<file path="src/rtl/ea_pkg.sv">
package ea_pkg;
  localparam int WORD_W  = 24;
  localparam int AW      = 14;
  localparam int SHF_W   = 6;
  localparam int IDX_BIT = WORD_W - 2;       // position 1 from the MSB
  localparam int IND_BIT = WORD_W - 1 - 9;   // position 9 from the MSB

  typedef struct packed {
    logic          ind;
    logic [AW-1:0] addr;
  } ea_word_t;

  typedef enum logic {ST_IDLE, ST_READ} ea_state_t;
endpackage

</file>
<file path="src/rtl/ea_index_unit.sv">
module ea_index_unit
  import ea_pkg::*;
(
  input  logic [WORD_W-1:0] word,
  input  logic [WORD_W-1:0] xreg,
  input  logic              shift_mode,
  output ea_word_t          res
);
  logic              idx;
  logic [AW-1:0]     base;
  logic [AW-1:0]     xoff;
  logic [AW-1:0]     full_sum;
  logic [SHF_W-1:0]  low_sum;
  logic              unused_bits;

  assign idx      = word[IDX_BIT];
  assign base     = word[AW-1:0];
  assign xoff     = xreg[AW-1:0];
  assign full_sum = base + xoff;
  assign low_sum  = base[SHF_W-1:0] + xoff[SHF_W-1:0];
  assign unused_bits = ^{word[WORD_W-1], word[IDX_BIT-1:IND_BIT+1], xreg[WORD_W-1:AW]};

  always_comb begin
    res.ind = word[IND_BIT];
    if (!idx) begin
      res.addr = base;
    end else if (shift_mode && !word[IND_BIT]) begin
      res.addr = {base[AW-1:SHF_W], low_sum};
    end else begin
      res.addr = full_sum;
    end
  end
endmodule

</file>
<file path="src/rtl/ea_range_check.sv">
module ea_range_check
  import ea_pkg::*;
#(
  parameter int MEM_WORDS = 4096
) (
  input  logic [AW-1:0] addr,
  output logic          in_range
);
  localparam int FULL = 1 << AW;

  generate
    if (MEM_WORDS >= FULL) begin : g_full
      logic unused_addr;
      assign unused_addr = ^addr;
      assign in_range    = 1'b1;
    end else begin : g_part
      localparam logic [AW-1:0] LIMIT = AW'(MEM_WORDS);
      assign in_range = (addr < LIMIT);
    end
  endgenerate
endmodule

</file>
<file path="src/rtl/ea_ctrl.sv">
module ea_ctrl
  import ea_pkg::*;
#(
  parameter int LVL_W = 6
) (
  input  logic             clk,
  input  logic             rst_n,
  input  logic             start,
  input  ea_word_t         dec,
  input  logic             cur_in_range,
  input  logic             mem_valid,
  output logic             busy,
  output logic [AW-1:0]    cur_addr,
  output logic             done,
  output logic [AW-1:0]    ea,
  output logic [LVL_W-1:0] levels
);
  localparam logic [LVL_W-1:0] LVL_MAX = '1;
  localparam logic [LVL_W-1:0] LVL_ONE = LVL_W'(1);

  ea_state_t         st_q, st_n;
  logic [AW-1:0]     cur_q, cur_n;
  logic [AW-1:0]     ea_q, ea_n;
  logic [LVL_W-1:0]  lvl_q, lvl_n, lvl_inc;
  logic [LVL_W-1:0]  lvo_q, lvo_n;
  logic              done_q, done_n;
  logic              advance;

  assign lvl_inc = (lvl_q == LVL_MAX) ? lvl_q : lvl_q + LVL_ONE;
  assign advance = !cur_in_range || mem_valid;

  always_comb begin
    st_n   = st_q;
    cur_n  = cur_q;
    ea_n   = ea_q;
    lvl_n  = lvl_q;
    lvo_n  = lvo_q;
    done_n = 1'b0;
    case (st_q)
      ST_IDLE: begin
        if (start) begin
          lvl_n = '0;
          if (dec.ind) begin
            cur_n = dec.addr;
            st_n  = ST_READ;
          end else begin
            ea_n   = dec.addr;
            lvo_n  = '0;
            done_n = 1'b1;
          end
        end
      end
      ST_READ: begin
        if (advance) begin
          if (dec.ind) begin
            cur_n = dec.addr;
            lvl_n = lvl_inc;
          end else begin
            ea_n   = dec.addr;
            lvo_n  = lvl_inc;
            done_n = 1'b1;
            st_n   = ST_IDLE;
          end
        end
      end
      default: st_n = ST_IDLE;
    endcase
  end

  always_ff @(posedge clk or negedge rst_n) begin
    if (!rst_n) begin
      st_q   <= ST_IDLE;
      cur_q  <= '0;
      ea_q   <= '0;
      lvl_q  <= '0;
      lvo_q  <= '0;
      done_q <= 1'b0;
    end else begin
      st_q   <= st_n;
      cur_q  <= cur_n;
      ea_q   <= ea_n;
      lvl_q  <= lvl_n;
      lvo_q  <= lvo_n;
      done_q <= done_n;
    end
  end

  assign busy     = (st_q == ST_READ);
  assign cur_addr = cur_q;
  assign done     = done_q;
  assign ea       = ea_q;
  assign levels   = lvo_q;
endmodule

</file>
<file path="src/rtl/ea_resolver.sv">
module ea_resolver
  import ea_pkg::*;
#(
  parameter int MEM_WORDS = 4096,
  parameter int LVL_W     = 6
) (
  input  logic              clk,
  input  logic              rst_n,
  input  logic              start,
  input  logic [WORD_W-1:0] instr,
  input  logic [WORD_W-1:0] xreg,
  input  logic              shift_op,
  output logic              mem_req,
  output logic [AW-1:0]     mem_addr,
  input  logic              mem_valid,
  input  logic [WORD_W-1:0] mem_rdata,
  output logic              done,
  output logic [AW-1:0]     ea,
  output logic [LVL_W-1:0]  ind_levels
);
  logic              busy;
  logic              cur_in_range;
  logic [AW-1:0]     cur_addr;
  logic [WORD_W-1:0] word_sel;
  logic              shift_sel;
  ea_word_t          dec;

  // Idle: decode the instruction; reading: decode the fetched word (zero if out of range)
  assign word_sel  = !busy ? instr : (cur_in_range ? mem_rdata : '0);
  assign shift_sel = !busy && shift_op;

  ea_index_unit u_index (
    .word       (word_sel),
    .xreg       (xreg),
    .shift_mode (shift_sel),
    .res        (dec)
  );

  ea_range_check #(.MEM_WORDS(MEM_WORDS)) u_range (
    .addr     (cur_addr),
    .in_range (cur_in_range)
  );

  ea_ctrl #(.LVL_W(LVL_W)) u_ctrl (
    .clk          (clk),
    .rst_n        (rst_n),
    .start        (start),
    .dec          (dec),
    .cur_in_range (cur_in_range),
    .mem_valid    (mem_valid),
    .busy         (busy),
    .cur_addr     (cur_addr),
    .done         (done),
    .ea           (ea),
    .levels       (ind_levels)
  );

  assign mem_req  = busy && cur_in_range;
  assign mem_addr = cur_addr;
endmodule

</file>
<file path="config.mk">
export PLATFORM = sky130hd
export DESIGN_NAME = ea_resolver
export DESIGN_NICKNAME = d
export VERILOG_FILES = /design/src/rtl/ea_pkg.sv /design/src/rtl/ea_index_unit.sv /design/src/rtl/ea_range_check.sv /design/src/rtl/ea_ctrl.sv /design/src/rtl/ea_resolver.sv
export SDC_FILE = /design/constraint.sdc
export NUM_CORES = 1
export LEC_CHECK = 0
export ABC_AREA = 0
export BUFFER_PORTS_ARGS = -buffer_cell sky130_fd_sc_hd__buf_2
export CELL_PAD_IN_SITES_DETAIL_PLACEMENT = 0
export CELL_PAD_IN_SITES_GLOBAL_PLACEMENT = 2
export CORE_ASPECT_RATIO = 0.75
export CORE_MARGIN = 3
export CORE_UTILIZATION = 25
export CTS_CLUSTER_DIAMETER = 100
export DETAILED_ROUTE_END_ITERATION = 10
export HOLD_SLACK_MARGIN = 0.03
export PLACE_DENSITY_LB_ADDON = 0.1
export SYNTH_ARGS = -nofsm -noshare
export SYNTH_HDL_FRONTEND = slang
export SYNTH_SLANG_ARGS = --single-unit
</file>
<file path="constraint.sdc">
create_clock -name clk -period 3.1 [get_ports clk]
set_clock_uncertainty 0.15 [all_clocks]
set_input_delay 0.31 -clock clk [delete_from_list [all_inputs] [get_ports clk]]
set_output_delay 0.31 -clock clk [all_outputs]
set_load 0.05 [all_outputs]
</file>
==> out/results.txt <==
Area Overhead vs Synth = 39.8%
per-cell routed wire length = 16.0 um
Setup WS post-layout = 0.146 ns
number of warnings issued by yosys = 0
Longest Clk Path Bufs = 2
DR vias = 2708
number of levels in the clock H-tree = 2
largest vdd supply drop = 0.000309 V
Crit path arrival time = 3.00 ns
Top Layer Used = met4
overall global routing resource usage = 14.5%
number of pins exceeding their max-slew limit in the final report = 0
critical-path cell list = buf_4 > clkinvlp_4 > buf_4 > a22o_1 > ha_4 > nand2_1 > o211a_1 > buf_4 > o31ai_2 > a211oi_1 > or3_1 > a31oi_1
number of enable flip-flop cells after synthesis = 0
type of the worst min-delay path = input pin to async pin
WP data required = 3.15 ns
Final Critical Period = 2.95 ns
clock tree from TritonCTS = yes
HPWL after detailed placement = 7070 um
final non-filler cell total = 574
met3 wire length = 445 um
floorplan die height = 97.3 um
instance count of the mapped netlist = 315
final hold vios = 0
count of antenna-violating nets left after detailed routing = 0
remaining max-slew budget at the tightest pin = 33.7%
commonest non-fill, non-tap cell in the layout = sky130_fd_sc_hd__buf_2
peak clock frequency supported by timing = 339 MHz
largest net degree at the start of global routing = 43
run status = complete, no violations
Pre-Repair DR Iteration Count = 4
post-layout util = 36.8%
final worst-path cycle share = 95.3%
power density cells = 789 nW/um2
standard cell core area = 10600 um2
leftover overflow at the end of global routing = 0
clock slew at reported path FFs = 0.06 ns
antenna violations before repair = 0
CP Buf/Inv Count = 4
Inst Count DP = 561
area of the die = 12400 um2
weighted congestion at the end of routability-driven global placement = 0.832
CTS Buf Count = 5
Met2 Routed Length = 3780 um
clk sinks = 42
Net Count, Synth = 409
via count of the first global-routing pass = 2596
share of flip-flops with an asynchronous set or reset = 100%
Most used DFF post-synth = sky130_fd_sc_hd__dfrtp_1
Crit path max-delay family = compound AO/OA/AOI/OAI gates
Critical Path Most Common Cell = sky130_fd_sc_hd__buf_4
largest fanout of any net on the critical path = 4
synthesized area = 2780 um2
highest-count cells in the layout ignoring fill and taps = 86 x sky130_fd_sc_hd__buf_2, 44 x sky130_fd_sc_hd__nand2_1, 40 x sky130_fd_sc_hd__buf_4, 40 x sky130_fd_sc_hd__dfrtp_1, 29 x sky130_fd_sc_hd__o21ai_0
critical path's largest stage delay = 0.35 ns
kind of critical path = flop to flop
share of post-route cells with drive strength above 1 = 37.7%
num rows = 32
insertion delay to the later sink of the worst-skew pair = 0.28 ns
flop and latch count out of synthesis = 42
root cell of the clock tree = sky130_fd_sc_hd__clkbuf_16
portion of the post-synthesis area used by sequential elements = 37.8%
Starting DRT DRC Count = 127
effective utilization at floorplan = 26.3%
Finish-stage setup viols = 0
pre-CTS worst setup slack = -0.215 ns
Least-Margin Pin Slew = 0.995 ns
total detailed-routing wirelength = 9180 um
DRC violation count after routing = 0
Port Buffers = 86
number of placed I/O pins = 113
number of nets in the finished design = 531
global-route wire length before repair = 14200 um
startpoint type of the worst setup path = flop
# diodes = 0
routed length on met1 = 4910 um
count of cell types in the netlist = 56
RSZ-0062 raised after global routing = true
Total Power Consumption = 0.00307 W
slowest cell on the critical path = sky130_fd_sc_hd__dfrtp_1
Mean Syn Cell Area = 8.83 um2
endpoint type of the worst setup path = flop
number of violations of the max-capacitance limit = 0
leakage component of the power = 1.85 nW
Die Width = 128 um
Filler Cell Count = 1125
Vias per Instance = 4.72
## synth_stat cells, types with 2 or more instances
master	number	area, um2
sky130_fd_sc_hd__a22o_1	13	114
sky130_fd_sc_hd__nor2_1	27	101
sky130_fd_sc_hd__dfrtp_1	42	1050
sky130_fd_sc_hd__xnor2_1	4	35.0
sky130_fd_sc_hd__clkbuf_1	6	22.5
sky130_fd_sc_hd__nand3b_1	2	15.0
sky130_fd_sc_hd__buf_2	3	15.0
sky130_fd_sc_hd__o21a_1	5	37.5
sky130_fd_sc_hd__and3_1	4	25.0
sky130_fd_sc_hd__a31oi_1	6	37.5
sky130_fd_sc_hd__o211ai_1	4	30.0
sky130_fd_sc_hd__o21bai_1	2	15.0
sky130_fd_sc_hd__nor3b_1	2	15.0
sky130_fd_sc_hd__nand2b_1	3	18.8
sky130_fd_sc_hd__inv_1	9	33.8
sky130_fd_sc_hd__or3_1	2	12.5
sky130_fd_sc_hd__o41ai_1	2	17.5
sky130_fd_sc_hd__a21o_1	3	22.5
sky130_fd_sc_hd__nor2b_1	2	12.5
sky130_fd_sc_hd__mux2i_1	8	80.1
sky130_fd_sc_hd__a21oi_1	25	125
sky130_fd_sc_hd__a22oi_1	3	22.5
sky130_fd_sc_hd__ha_1	16	200
sky130_fd_sc_hd__nand2_1	44	165
sky130_fd_sc_hd__xor2_1	5	43.8
sky130_fd_sc_hd__nand3_1	5	25.0
sky130_fd_sc_hd__o21ai_0	32	160
sky130_fd_sc_hd__clkbuf_8	2	27.5
sky130_fd_sc_hd__a211o_1	2	17.5
sky130_fd_sc_hd__nor3_1	3	15.0
sky130_fd_sc_hd__and2_1	4	25.0
## worst register-to-register path, stage by stage, from the launching register on
cell,delay [ns]
sky130_fd_sc_hd__dfrtp_1,0.35
sky130_fd_sc_hd__buf_4,0.13
sky130_fd_sc_hd__clkinvlp_4,0.15
sky130_fd_sc_hd__buf_4,0.18
sky130_fd_sc_hd__a22o_1,0.26
sky130_fd_sc_hd__ha_4,0.30
sky130_fd_sc_hd__nand2_1,0.06
sky130_fd_sc_hd__o211a_1,0.28
sky130_fd_sc_hd__buf_4,0.17
sky130_fd_sc_hd__o31ai_2,0.22
sky130_fd_sc_hd__a211oi_1,0.10
sky130_fd_sc_hd__or3_1,0.34
sky130_fd_sc_hd__a31oi_1,0.19
## area by class of cell
class	instances	area (um2)	area share, %
Inverter	10	41.3	1.06
Clock inverter	3	45.0	1.16
Tap cell	136	170	4.38
Sequential cell	42	1050	27.1
Timing Repair Buffer	127	742	19.1
Clock buffer	5	125	3.22
Multi-Input combinational cell	251	1710	44.0
## power breakdown
group,switching (W),total [W],internal [W]
logic,0.00113,0.00165,0.000523
clock network,0.000221,0.000600,0.000380
registers,0.000106,0.000816,0.000710
## routing by layer
layer	up-vias	track usage (%)
met1	1255	22.9
met3	4	3.35
li1	1385	-
met4	0	2.20
met5	-	0
met2	64	20.2
## cell families after synthesis
| group | Yosys count | share of synthesized area (%) |
|---|---|---|
| flops | 42 | 37.8 |
| fa+ha+maj | 17 | 7.92 |
| buf+inv | 22 | 3.96 |
| simple gates | 105 | 17.9 |
| xor+xnor | 9 | 2.84 |
| mux | 9 | 3.29 |
| compound gates | 111 | 26.3 |
## repair_timing
action | 4_1_cts | 5_1_grt
gates resized for setup | 0 | 24
buffers inserted | 2 | 3
hold buffers | 0 | 0
pin swaps | 1 | 7
setup endpoints to repair | 10 | 15
## flip-flops by register name, summed over array words and instances (netlist names)
signal / flops
u_ctrl.busy: 1
u_ctrl.cur_addr: 14
u_ctrl.done: 1
u_ctrl.ea: 14
u_ctrl.levels: 6
u_ctrl.lvl_q: 6
## worst paths after layout
kind,slack [ns],start,to,cells past startpoint
worst max register to register,0.15,u_ctrl.busy$_DFF_PN0_,u_ctrl.ea[9]$_DFFE_PN0P_,12
min in group clk,0.16,instr[14],u_ctrl.busy$_DFF_PN0_,3
max in group asynchronous,2.07,rst_n,u_ctrl.cur_addr[12]$_DFFE_PN0P_,1
worst min register to register,0.32,u_ctrl.ea[1]$_DFFE_PN0P_,u_ctrl.ea[1]$_DFFE_PN0P_,2
worst max-delay path,0.15,u_ctrl.busy$_DFF_PN0_,u_ctrl.ea[9]$_DFFE_PN0P_,12
worst min-delay path,0.05,rst_n,u_ctrl.cur_addr[2]$_DFFE_PN0P_,1
## stage by stage
step           TNS [ns]  hold slack [ns]  area (um2)
2_1_floorplan         0           -0.136        2790
3_3_place_gp      -1.04            0.309        3580
3_5_place_dp      -1.01            0.316        3580
4_1_cts          -0.102           0.0822        3770
5_1_grt          -0.378            0.128        3890
6_report              0           0.0451        3890
(Power assumes the default switching activity.)
